[config.mk]
export PLATFORM = sky130hd
export DESIGN_NAME = retrig_oneshot
export DESIGN_NICKNAME = d
export VERILOG_FILES = /design/src/rtl/oneshot_pkg.sv /design/src/rtl/os_sync.sv /design/src/rtl/os_trig_qual.sv /design/src/rtl/os_counter.sv /design/src/rtl/retrig_oneshot.sv
export SDC_FILE = /design/constraint.sdc
export NUM_CORES = 1
export LEC_CHECK = 0
export BUFFER_PORTS_ARGS = -buffer_cell sky130_fd_sc_hd__buf_4
export CAP_MARGIN = 15
export CORE_MARGIN = 4
export CORE_UTILIZATION = 30
export CTS_CLUSTER_SIZE = 8
export DETAILED_ROUTE_END_ITERATION = 8
export PLACE_DENSITY = 0.55
export SLEW_MARGIN = 10
export SYNTH_ARGS = -nofsm -noshare
export SYNTH_HDL_FRONTEND = slang
export SYNTH_SLANG_ARGS = --single-unit
export TNS_END_PERCENT = 1
[constraint.sdc]
create_clock -name clk -period 1.9 [get_ports clk]
set_input_delay 0.19 -clock clk [delete_from_list [all_inputs] [get_ports clk]]
set_output_delay 0.19 -clock clk [all_outputs]
set_load 0.005 [all_outputs]
[src/rtl/oneshot_pkg.sv]
package oneshot_pkg;
  // Synchronized trigger levels, one field per input pin.
  typedef struct packed {
    logic fall_in;   // falling-edge trigger
    logic rise_in;   // rising-edge trigger
    logic clr_n;     // active-low clear, rising edge triggers
  } trig_bus_t;

  localparam int TRIG_W = $bits(trig_bus_t);

  // Index of each trigger path in the fire vector.
  typedef enum int {
    PATH_FALL = 0,
    PATH_RISE = 1,
    PATH_CLR  = 2
  } path_e;

  localparam int NUM_PATHS = 3;
endpackage

[src/rtl/os_sync.sv]
module os_sync #(
  parameter int W      = 3,
  parameter int STAGES = 2
) (
  input  logic         clk,
  input  logic         rst,
  input  logic [W-1:0] d_i,
  output logic [W-1:0] q_o
);
  logic [STAGES-1:0][W-1:0] stg_q;

  // Under reset every stage takes the live level, so the history starts equal to the pins.
  always_ff @(posedge clk) begin
    if (rst) begin
      for (int i = 0; i < STAGES; i++) stg_q[i] <= d_i;
    end else begin
      stg_q[0] <= d_i;
      for (int i = 1; i < STAGES; i++) stg_q[i] <= stg_q[i-1];
    end
  end

  assign q_o = stg_q[STAGES-1];
endmodule

[src/rtl/os_trig_qual.sv]
module os_trig_qual
  import oneshot_pkg::*;
(
  input  logic      clk,
  input  logic      rst,
  input  trig_bus_t cur_i,
  output logic      start_o,
  output logic      arm_o
);
  trig_bus_t            prv_q;
  logic [NUM_PATHS-1:0] fire;

  // History register tracks the synchronized levels in reset too, so the first
  // compare after reset sees no edge unless the pins really moved.
  always_ff @(posedge clk) begin
    if (rst) prv_q <= cur_i;
    else     prv_q <= cur_i;
  end

  always_comb begin
    fire = '0;
    fire[PATH_FALL] = prv_q.fall_in & ~cur_i.fall_in & cur_i.rise_in & cur_i.clr_n;
    fire[PATH_RISE] = ~prv_q.rise_in & cur_i.rise_in & ~cur_i.fall_in & cur_i.clr_n;
    fire[PATH_CLR]  = ~prv_q.clr_n & cur_i.clr_n & ~cur_i.fall_in & cur_i.rise_in;
  end

  // Several paths may fire together; they merge into one load request.
  assign start_o = |fire;
  assign arm_o   = cur_i.clr_n;

  // nothing may start while the clear level is active
  p_no_start_in_clr_r5: assert property (@(posedge clk) disable iff (rst)
    !arm_o |-> !start_o);

  // a falling-edge event never starts a pulse while the rise input is low
  p_fall_gated_r4: assert property (@(posedge clk) disable iff (rst)
    (!cur_i.rise_in && !cur_i.clr_n == 1'b0 && prv_q.rise_in == cur_i.rise_in
     && prv_q.clr_n == cur_i.clr_n && !(prv_q.fall_in == 1'b0 && cur_i.fall_in == 1'b0 && 1'b0))
    |-> !(start_o && !cur_i.rise_in));
endmodule

[src/rtl/os_counter.sv]
module os_counter #(
  parameter int CNT_W = 8
) (
  input  logic             clk,
  input  logic             rst,
  input  logic             start_i,
  input  logic             arm_i,
  input  logic [CNT_W-1:0] len_i,
  output logic             q_o,
  output logic             qn_o
);
  localparam logic [CNT_W-1:0] ONE = CNT_W'(1);

  logic [CNT_W-1:0] cnt_q;
  logic [CNT_W-1:0] cnt_nxt;
  logic [CNT_W-1:0] len_eff;

  assign len_eff = (len_i == '0) ? ONE : len_i;

  always_comb begin
    cnt_nxt = cnt_q;
    if (!arm_i)             cnt_nxt = '0;
    else if (start_i)       cnt_nxt = len_eff;
    else if (cnt_q != '0)   cnt_nxt = cnt_q - ONE;
  end

  // Both outputs are registered from the next count, so they change with the counter.
  always_ff @(posedge clk) begin
    if (rst) begin
      cnt_q <= '0;
      q_o   <= 1'b0;
      qn_o  <= 1'b1;
    end else begin
      cnt_q <= cnt_nxt;
      q_o   <= (cnt_nxt != '0);
      qn_o  <= (cnt_nxt == '0);
    end
  end

  // an accepted start drives the output high on the next edge
  p_start_high_r1: assert property (@(posedge clk) disable iff (rst)
    (start_i && arm_i) |=> q_o);

  // the clear level forces the output low on the next edge
  p_clear_low_r5: assert property (@(posedge clk) disable iff (rst)
    !arm_i |=> !q_o);

  // with more than one cycle left, nothing but the clear ends the pulse
  p_no_early_end_r8: assert property (@(posedge clk) disable iff (rst)
    (arm_i && cnt_q > ONE) |=> q_o);

  // without a new start the pulse ends when its last cycle is used up
  p_expire_r6: assert property (@(posedge clk) disable iff (rst)
    (arm_i && !start_i && cnt_q == ONE) |=> !q_o);

  // the two outputs are always opposite
  p_complement_r7: assert property (@(posedge clk) disable iff (rst)
    q_o != qn_o);

  // reset leaves the outputs idle
  p_reset_idle_r10: assert property (@(posedge clk)
    rst |=> (!q_o && qn_o));
endmodule

[src/rtl/retrig_oneshot.sv]
module retrig_oneshot
  import oneshot_pkg::*;
#(
  parameter int CNT_W       = 8,
  parameter int SYNC_STAGES = 2
) (
  input  logic             clk,
  input  logic             rst,
  input  logic [CNT_W-1:0] len_i,
  input  logic             trig_fall_i,
  input  logic             trig_rise_i,
  input  logic             clr_n_i,
  output logic             pulse_o,
  output logic             pulse_n_o
);
  logic [TRIG_W-1:0] raw_in;
  logic [TRIG_W-1:0] sync_out;
  trig_bus_t         lvl;
  logic              start;
  logic              arm;

  assign raw_in = {trig_fall_i, trig_rise_i, clr_n_i};
  assign lvl    = trig_bus_t'(sync_out);

  os_sync #(
    .W      (TRIG_W),
    .STAGES (SYNC_STAGES)
  ) sync_i (
    .clk (clk),
    .rst (rst),
    .d_i (raw_in),
    .q_o (sync_out)
  );

  os_trig_qual qual_i (
    .clk     (clk),
    .rst     (rst),
    .cur_i   (lvl),
    .start_o (start),
    .arm_o   (arm)
  );

  os_counter #(
    .CNT_W (CNT_W)
  ) cnt_i (
    .clk     (clk),
    .rst     (rst),
    .start_i (start),
    .arm_i   (arm),
    .len_i   (len_i),
    .q_o     (pulse_o),
    .qn_o    (pulse_n_o)
  );

  // a start request always yields a high output afterwards, however many paths fired
  p_merged_start_r11: assert property (@(posedge clk) disable iff (rst)
    (start && arm) |=> (pulse_o && !pulse_n_o));
endmodule

==> impl_metrics.env <==
export IMPL_crit_family="compound AO/OA/AOI/OAI gates"
export IMPL_gr_total_overflow=0
export IMPL_rows=19
export IMPL_first_pass_iters=4
export IMPL_highest_layer="met4"
export IMPL_min_delay_start="rst"
export IMPL_synth_net_count=109
export IMPL_whs_path_depth=2
export IMPL_syn_inst=94
export IMPL_min_to="cnt_i.q_o"
export IMPL_core_area_um2=2760
export IMPL_maxSlewHeadroom=0.730
export IMPL_p_per_area_nw_per_um2=1460
export IMPL_htreeDepth=1
export IMPL_rsz0062_at_grt="yes"
export IMPL_syn2layout_area_growth_pct=32.2
export IMPL_clk_path_buf_depth=2
export IMPL_reg2reg_depth=8
export IMPL_path_clk_slew_ns=0.11
export IMPL_vias=757
export IMPL_layout_setup_ws_ns=0.0782
export IMPL_cts_sinks=19
export IMPL_critPathCaptureType="flop"
export IMPL_drive_gt1_frac=0.331
export IMPL_drv_slew=0
export IMPL_wl_met1_um=885
export IMPL_place_ws_ns=-0.0324
export IMPL_cts_tree="yes"
export IMPL_synth_seq_cells=19
export IMPL_ir_worst_vdd_mv=0.778
export IMPL_cts_root_buffer="clkbuf_4"
export IMPL_fin_nets=134
export IMPL_ant_nets=0
export IMPL_cap_viol_max_count=0
export IMPL_stdcell_area_um2=1140
export IMPL_worstPathRequired_ns=2.08
export IMPL_fmaxAchievable_mhz=549
export IMPL_netlist_top_cells_area="dfxtp_1, nand2_1, mux2_2"
export IMPL_start_kind="flop"
export IMPL_status="completed"
export IMPL_utilization=0.413
export IMPL_met3_length_um=113
export IMPL_grt_pass1_wl_um=3100
export IMPL_clock_latency_ns=0.29
export IMPL_setup_tns_ns=0
export IMPL_dieArea_um2=3800
export IMPL_yosysWarnings=0
export IMPL_drt_total_wl_um=2000
export IMPL_post_dp_cell_area_um2=1010
export IMPL_wl_per_cell_um=13.4
export IMPL_drtIter0Drc=21
export IMPL_numCtsBuffers=3
export IMPL_synth_top_area_cell="dfxtp_1"
export IMPL_drcViolationCount=0
export IMPL_final_hold_violation_count=0
export IMPL_hold_class="input pin to flop"
export IMPL_r2r_start="cnt_i.cnt_q[1]"
export IMPL_yosysSeqAreaShare=0.441
export IMPL_antenna_cells=0
export IMPL_finClkSkew_ns=0.0115
export IMPL_r2r_end="cnt_i.q_o"
export IMPL_path_class="flop to flop"
export IMPL_worst_path_largest_cell_delay_ns=0.37
export IMPL_cp_max_fo=3
export IMPL_die_h_um=61.6
export IMPL_synth_top_area_frac=0.441
export IMPL_worstPathArrival_ns=2.00
export IMPL_synth_cell_area_um2=862
export IMPL_slowest_stage="dfxtp_2"
export IMPL_wl_met2_um=979
export IMPL_final_period_utilization=0.959
export IMPL_antenna_found_initial=0
export IMPL_viasPerCell=5.08
export IMPL_critPathBufInv=1
export IMPL_dp_hpwl_um=1530
export IMPL_cellLeakagePower_nw=0.474
export IMPL_period_minus_slack_ns=1.82
export IMPL_synth_area_per_cell_um2=9.17
export IMPL_grt_pass1_vias=728
export IMPL_ys_types=35
export IMPL_grt_max_degree=11
export IMPL_fp_dieW_um=61.6
export IMPL_track_usage=0.110
export IMPL_reg2reg_slack_ns=0.08
export IMPL_setup_violations=0
export IMPL_tightest_slew_ns=0.402
export IMPL_globalplace_congestion=0.968
export IMPL_finalPower_w=0.00167
export IMPL_start_util=0.313
export IMPL_cp_cell_sequence="inv_2 > ha_4 > nor3b_4 > and2_4 > o211ai_1 > nand2_1 > o31ai_4 > a41oi_2"
export IMPL_io_pins=15
export IMPL_portBuffers=14
## power by group
part | total, W | internal [W] | switching (W)
logic | 0.000918 | 0.000474 | 0.000444
clock network | 0.000200 | 0.0000816 | 0.000119
registers | 0.000548 | 0.000475 | 0.0000722
## worst max-delay path by stage
stage                     cells past startpoint            from         to
final                                         8  cnt_i.cnt_q[1]  cnt_i.q_o
after global routing                          6  cnt_i.cnt_q[3]  cnt_i.q_o
after CTS                                     8  cnt_i.cnt_q[0]  cnt_i.q_o
after detailed placement                      8  cnt_i.cnt_q[0]  cnt_i.q_o
after global placement                        8  cnt_i.cnt_q[0]  cnt_i.q_o
after floorplan                               8  cnt_i.cnt_q[0]  cnt_i.q_o
## cell type report
type                    instances  area (um2)
fillers                       276        1620
inverters                       5        18.8
multi-input cells              68         500
clock buffers                   4        26.3
repair buffers                 22         173
flip-flops and latches         19         383
well taps                      31        38.8
## timing repair
action                                 in CTS  in global routing
hold buffers                                2                  1
setup buffers                               0                  3
pin swaps                                   1                  5
setup endpoints to repair                   2                  2
gates resized for setup                     3                 10
endpoints found under the hold margin       2                  1
## per-stage QoR
step,hold slack (ns),cells
detailed placement,0.305,139
global placement,0.303,139
floorplan,0.218,94
CTS,0.00345,145
finish,0.105,149
global route,0.127,149
## layer usage
layer / track usage / vias up
li1: - / 381
met1: 0.141 / 345
met2: 0.179 / 29
met3: 0.0314 / 2
met4: 0.0303 / 0
met5: 0 / -
## cells by family after synthesis
group / after synthesis / share of synthesized area
muxes: 4 / 0.0508
adders and majority gates: 2 / 0.0290
buffers and inverters: 7 / 0.0319
xor gates and xnor gates: 4 / 0.0406
DFF: 19 / 0.441
AOI/OAI and AO/OA: 21 / 0.165
and+or+nand+nor: 37 / 0.241
## cells in the mapped netlist, drive strengths merged
cell type	instances
nor3b	3
and3	2
mux2i	1
and2	1
mux2	3
o211ai	2
nand3	3
nor4	2
nand2	12
nor2	6
a31oi	2
clkbuf	1
dfxtp	19
xor2	2
o21ai	5
o221a	1
nor2b	3
o22ai	1
nand2b	1
o21a	1
ha	2
buf	1
a41oi	1
a211oi	1
nor3	3
xnor2	2
o31ai	1
a41o	1
a21oi	5
inv	5
nand3b	1
## cell usage in the layout (no fill, tap or decap), types with 2 or more instances in the layout
master          n
inv_2           2
mux2_2          3
nor3b_2         2
nand2_1        11
dlygate4sd3_1   3
buf_4          19
a31oi_1         2
o211ai_1        2
a21oi_1         5
dfxtp_2         2
clkbuf_4        3
nor3_1          3
nand3_1         3
xnor2_1         2
dfxtp_1        17
xor2_1          2
inv_1           3
and3_1          2
nor2b_1         3
o21ai_0         3
o21ai_1         2
nor2_1          6
## flip-flops by register name, summed over array words and instances, names as in the netlist
name,cells
cnt_i.cnt_q,8
qual_i.prv_q,3
sync_i.q_o,3
sync_i.stg_q,3
cnt_i.q_o,1
cnt_i.qn_o,1
Note: power is estimated with default switching activity, not from simulation.
